`src/rtl/pcc_pkg.sv`:
```
package pcc_pkg;

  localparam int MAXW = 64;
  typedef logic [MAXW-1:0] word_t;

  // Bit k of the raw word after n enabled clocks: bit k of (n - k).
  function automatic logic raw_bit_at(input word_t n, input int k);
    return 1'(((n - word_t'(k)) >> k) & word_t'(1));
  endfunction

  // Carry toward stage k is pending after n enabled clocks when the next
  // clock moves stage k, i.e. (n + 1 - k) is a multiple of 2^k.
  function automatic logic carry_due(input word_t n, input int k);
    return (k > 0) &&
           (((n + word_t'(1) - word_t'(k)) & ((word_t'(1) << k) - word_t'(1))) == '0);
  endfunction

endpackage

```
`src/rtl/pcc_stage.sv`:
```
module pcc_stage #(
  parameter int W   = 32,
  parameter int IDX = 0
) (
  input  logic clk_i,
  input  logic rst_i,
  input  logic en_i,
  input  logic carry_i,
  output logic q_o
);
  // Reset value is the skewed image of count zero.
  localparam logic RST_VAL = pcc_pkg::raw_bit_at(pcc_pkg::word_t'(0), IDX);
  localparam int   W_USED  = W;

  logic q;

  // One selector level: hold or invert.
  always_ff @(posedge clk_i) begin
    if (rst_i)                q <= RST_VAL;
    else if (en_i && carry_i) q <= ~q;
  end

  assign q_o = q;
endmodule

```
`src/rtl/pcc_carry.sv`:
```
module pcc_carry #(
  parameter int IDX = 1
) (
  input  logic clk_i,
  input  logic rst_i,
  input  logic en_i,
  input  logic carry_i,
  input  logic bit_i,
  output logic pulse_o
);
  localparam logic RST_VAL = pcc_pkg::carry_due(pcc_pkg::word_t'(0), IDX);

  logic pulse;

  // Stage IDX-1 falls 1->0 when it is carried into while at 1.
  always_ff @(posedge clk_i) begin
    if (rst_i)     pulse <= RST_VAL;
    else if (en_i) pulse <= carry_i & bit_i;
  end

  assign pulse_o = pulse;
endmodule

```
`src/rtl/pcc_fix.sv`:
```
module pcc_fix #(
  parameter int W       = 32,
  parameter bit OUT_REG = 1'b0
) (
  input  logic         clk_i,
  input  logic         rst_i,
  input  logic [W-1:0] raw_i,
  output logic [W-1:0] cnt_o
);
  typedef logic [W-1:0] cw_t;

  function automatic cw_t low_mask(input int k);
    cw_t m;
    m = '0;
    for (int j = 0; j < W; j++) if (j < k) m[j] = 1'b1;
    return m;
  endfunction

  // ascending pass, each step sees the word already corrected below it.
  function automatic cw_t fix_word(input cw_t raw);
    cw_t v;
    v = raw;
    for (int k = 1; k < W; k++) begin
      if ((v & low_mask(k)) < cw_t'(k)) v[k] = ~v[k];
    end
    return v;
  endfunction

  cw_t fixed_w;
  assign fixed_w = fix_word(raw_i);

  generate
    if (OUT_REG) begin : g_reg
      cw_t cnt_q;
      always_ff @(posedge clk_i) begin
        if (rst_i) cnt_q <= '0;
        else       cnt_q <= fixed_w;
      end
      assign cnt_o = cnt_q;
    end else begin : g_comb
      logic unused_clk;
      assign unused_clk = clk_i ^ rst_i;
      assign cnt_o = fixed_w;
    end
  endgenerate
endmodule

```
`src/rtl/pcc_counter.sv`:
```
module pcc_counter #(
  parameter int W       = 32,
  parameter bit OUT_REG = 1'b0
) (
  input  logic         clk_i,
  input  logic         rst_i,
  input  logic         en_i,
  output logic [W-1:0] raw_o,
  output logic [W-1:0] count_o
);
  // carry_w[k] is the pulse entering stage k; stage 0 is always carried into.
  logic [W-1:0] carry_w;
  logic [W-1:0] raw_w;

  assign carry_w[0] = 1'b1;

  generate
    for (genvar k = 0; k < W; k++) begin : g_bit
      pcc_stage #(.W(W), .IDX(k)) stage_i (
        .clk_i  (clk_i),
        .rst_i  (rst_i),
        .en_i   (en_i),
        .carry_i(carry_w[k]),
        .q_o    (raw_w[k])
      );
      if (k > 0) begin : g_cy
        pcc_carry #(.IDX(k)) carry_i (
          .clk_i  (clk_i),
          .rst_i  (rst_i),
          .en_i   (en_i),
          .carry_i(carry_w[k-1]),
          .bit_i  (raw_w[k-1]),
          .pulse_o(carry_w[k])
        );
      end
    end
  endgenerate

  pcc_fix #(.W(W), .OUT_REG(OUT_REG)) fix_i (
    .clk_i(clk_i),
    .rst_i(rst_i),
    .raw_i(raw_w),
    .cnt_o(count_o)
  );

  assign raw_o = raw_w;
endmodule

```
`config.mk`:
```
export PLATFORM = sky130hd
export DESIGN_NAME = pcc_counter
export DESIGN_NICKNAME = d
export VERILOG_FILES = /design/src/rtl/pcc_pkg.sv /design/src/rtl/pcc_stage.sv /design/src/rtl/pcc_carry.sv /design/src/rtl/pcc_fix.sv /design/src/rtl/pcc_counter.sv
export SDC_FILE = /design/constraint.sdc
export NUM_CORES = 1
export LEC_CHECK = 0
export ABC_AREA = 1
export BUFFER_PORTS_ARGS = -buffer_cell sky130_fd_sc_hd__buf_2
export CORE_MARGIN = 5
export CORE_UTILIZATION = 51
export CTS_CLUSTER_SIZE = 10
export DETAILED_ROUTE_END_ITERATION = 6
export GPL_TIMING_DRIVEN = 0
export PLACE_DENSITY = 0.73
export SLEW_MARGIN = 25
export SYNTH_ARGS = -nofsm -noshare
export SYNTH_HDL_FRONTEND = slang
export SYNTH_HIERARCHICAL = 1
export SYNTH_SLANG_ARGS = --single-unit
```
`constraint.sdc`:
```
create_clock -name clk_i -period 13.29 [get_ports clk_i]
set_input_delay 0.6645 -clock clk_i [delete_from_list [all_inputs] [get_ports clk_i]]
set_output_delay 0.6645 -clock clk_i [all_outputs]
set_load 0.005 [all_outputs]
```
==> summary.md <==
| Metric | Value |
|---|---|
| Cells after synthesis | between 700 and 800 |
| ANT nets after route | 0 |
| Ys flop type | dfxtp_1 |
| Routed len/inst | ~12 microns |
| DRT iter0 DRCs | around 240 |
| Average size of a mapped cell | between 6 and 7 sq um |
| GRT Util Overall | a little over 20% |
| Final WS setup | ~1500 ps |
| Final count of pins violating max slew | 0 |
| Fin cells | 931 |
| Critical Path RT | around 13000 ps |
| Root Buffer | clkbuf_8 |
| Largest net degree at the start of global routing | 65 |
| Worst setup SP type | flop |
| Worst path max stage delay | 520 ps |
| Sink Count | 63 |
| Die Y | around 110 microns |
| Cts hold-fix bufs | 0 |
| Grt ovf | 0 |
| Worst Setup End Kind | primary output |
| Lkg Pwr | ~3.0 nW |
| Setup CP Type | flop to primary output |
| Crit path time final | 11790 ps |
| Ant diodes | 0 |
| Most common cell in the synthesized netlist | inv_1 |
| Core area | ~9000 sq um |
| Via count | ~4800 |
| CTS Buf Count | 9 |
| Vias per cell | ~5.1 |
| GP Congestion | 0.899 |
| Final wirelength | 11500 microns |
| Yosys top cell area share | between 20% and 30% |
| CP top delay family | simple AND/OR/NAND/NOR gates |
| Buffers added on ports | 66 |
| Synth unique cells | 30 |
| PwrDens | around 93 nW/um^2 |
| Tcrit/Tclk final | approximately nine tenths |
| Fraction of layout cells with a size suffix above 1 | 22.0% |
| Synth area leaders | dfxtp_1 (27%), inv_1 (15%), nand3_1 (10%), nand2_1 (8.2%), nor2_1 (5.3%) |
| Worst VDD drop | approximately 0.050 mV |
| Worst Skew | about 8.6 ps |
| Critical Path AT | approximately 11000 ps |
| Clk buf depth | 2 |
| Die area | between 10000 and 15000 sq um |
| Post-Place Cells | about 920 |
| Final TNS setup | 0 ps |
| Site Rows | 35 |
| Synth Warn # | 6 |
| I/O pin count | 67 |
| Crit Path Max Fanout | 10 |
| Post-synth top cells | inv_1 (187), nand2_1 (103), nand3_1 (94) |
| Number of fill cells | between 900 and 1000 |
| Worst path bufs/invs | 6 |
| FF+latch count, synth | 63 |
| Pwr Total | between 500 and 600 uW |
| CTS H-tree lvls | 3 |
| Relative slew slack | roughly 52% |
| Slew @ Worst Pin | 708 ps |
| RSZ-0062 raised after global routing | false |
| Async S/R FF share, synth | 0% |
| Layout Nets | around 820 |
| Area growth, synth to finish | 15.1% |
| CTS tree | built |
| Post-CTS Setup Inserts | 0 |
| Initial antenna violation count | 0 |
| Max frequency | 84.8 MHz |
| Initial Util | between 50% and 60% |
| Final hold violations | 0 |
| Slowest stage cell on the critical path | dfxtp_1 |
| Run status | finished clean |
| Clock transition at path regs | ~70 ps |
| Die Wd | about 110 microns |
| HPWL Detailed | about 8800 microns |
| Sequential share of the synthesized area | between 20% and 30% |
| Most used cell, CP | nand3_2 |
| Largest area contributor in the netlist | dfxtp_1 |
| # DRC | 0 |
| Setup slack at placement | around 1900 ps |
| Maxcap violations | 0 |
| DRT Pass-1 Iters | 5 |
| First-pass GRT wire length | roughly 20000 microns |
| Vias in the first global route | ~4400 |
| Cell Area, Synth | 4720 sq um |
| Number of synthesized flops with an enable pin | 0 |
| Worst-Skew Late Latency | 340 ps |
| Final Setup Violations | 0 |
| Hold WS | around 500 ps |
| Post_cts resized | 0 |
| Worst hold path class | flop to flop |
==> sequential cells by signal (all words and copies together), names as in the netlist <==
signal,count
g_bit.stage_i/q_o,32
g_bit.g_cy.carry_i/pulse_o,31
==> worst paths after layout <==
check,from,endpoint,slack [ps],cells past startpoint
worst max-delay path,g_bit[0].stage_i/q_o,count_o[31],1500,90
worst min-delay path,g_bit[28].g_cy.carry_i/pulse_o,g_bit[28].stage_i/q_o,510,2
worst max register to register,g_bit[0].stage_i/q_o,g_bit[0].stage_i/q_o,12450,3
worst min register to register,g_bit[28].g_cy.carry_i/pulse_o,g_bit[28].stage_i/q_o,510,2
==> layout make-up <==
type / count / area [sq um] / area share (%)
buffer: 1 / 7.51 / 0.138
clock buffer: 11 / 141 / 2.60
clock inverter: 4 / 70.1 / 1.29
inverter: 193 / 724 / 13.3
multi-input combinational: 481 / 2740 / 50.3
sequential: 63 / 1260 / 23.2
tap: 111 / 139 / 2.56
timing repair buffer: 67 / 355 / 6.54
==> through the flow <==
stage	utilization [%]	instance area (sq um)
final	59.4	5430
after global routing	59.4	5430
after CTS	59.3	5430
after detailed placement	57.0	5220
after global placement	56.8	5200
after floorplan	-	4730
==> layout by cell type (no fill, tap or decap), types with 2 or more instances in the layout <==
| cell type | synthesis | routed |
|---|---|---|
| o21bai_2 | 2 | 2 |
| nand4_2 | 3 | 3 |
| inv_1 | 187 | 187 |
| o21ai_0 | 4 | 4 |
| nand2_1 | 103 | 103 |
| nand4_1 | 24 | 24 |
| nor4_1 | 5 | 5 |
| clkbuf_8 | 0 | 10 |
| nand3_1 | 94 | 94 |
| nor3_2 | 2 | 2 |
| nor2_4 | 10 | 10 |
| inv_2 | 6 | 6 |
| a21oi_1 | 41 | 41 |
| dfxtp_1 | 63 | 63 |
| nor3_1 | 6 | 6 |
| o21bai_1 | 31 | 31 |
| nand2_4 | 9 | 9 |
| nor2_1 | 67 | 67 |
| nand3_2 | 21 | 21 |
| o211ai_1 | 2 | 2 |
| nand3_4 | 4 | 4 |
| buf_4 | 1 | 3 |
| ha_1 | 5 | 5 |
| conb_1 | 1 | 3 |
| buf_2 | 0 | 64 |
| bufinv_16 | 0 | 2 |
| nor2_2 | 9 | 9 |
| clkinv_2 | 0 | 2 |
| nand2_2 | 31 | 31 |
==> tightest hold or removal path: stages, from the launching register on <==
cell,delay [ps]
dfxtp_1,330
nand3_1,90
nand3_1,50
==> layer usage <==
layer  track usage [%]  up-vias  wire length, microns
li1                  -     2478                     -
met1              25.4     2190                  5340
met2              36.5       96                  5480
met3              3.89       16                   531
met4              6.20        0                   185
met5                 0        -                     0
==> cell families (layout without fill, tap and decap cells) <==
| family | after synthesis | in the layout | synth area share [%] |
|---|---|---|---|
| AOI/OAI and AO/OA | 83 | 83 | 11.0 |
| adders and majority gates | 5 | 5 | 1.33 |
| other | 1 | 3 | 0.0794 |
| buffers and inverters | 194 | 276 | 15.5 |
| DFF | 63 | 63 | 26.7 |
| and+or+nand+nor | 390 | 390 | 45.4 |
==> where the power goes <==
part	switching, mW	leakage (nW)	internal, mW	total [mW]
logic	0.0697	2.35	0.0363	0.106
clock network	0.0753	0.109	0.109	0.185
registers	0.0149	0.519	0.200	0.215
(Power assumes the default switching activity.)
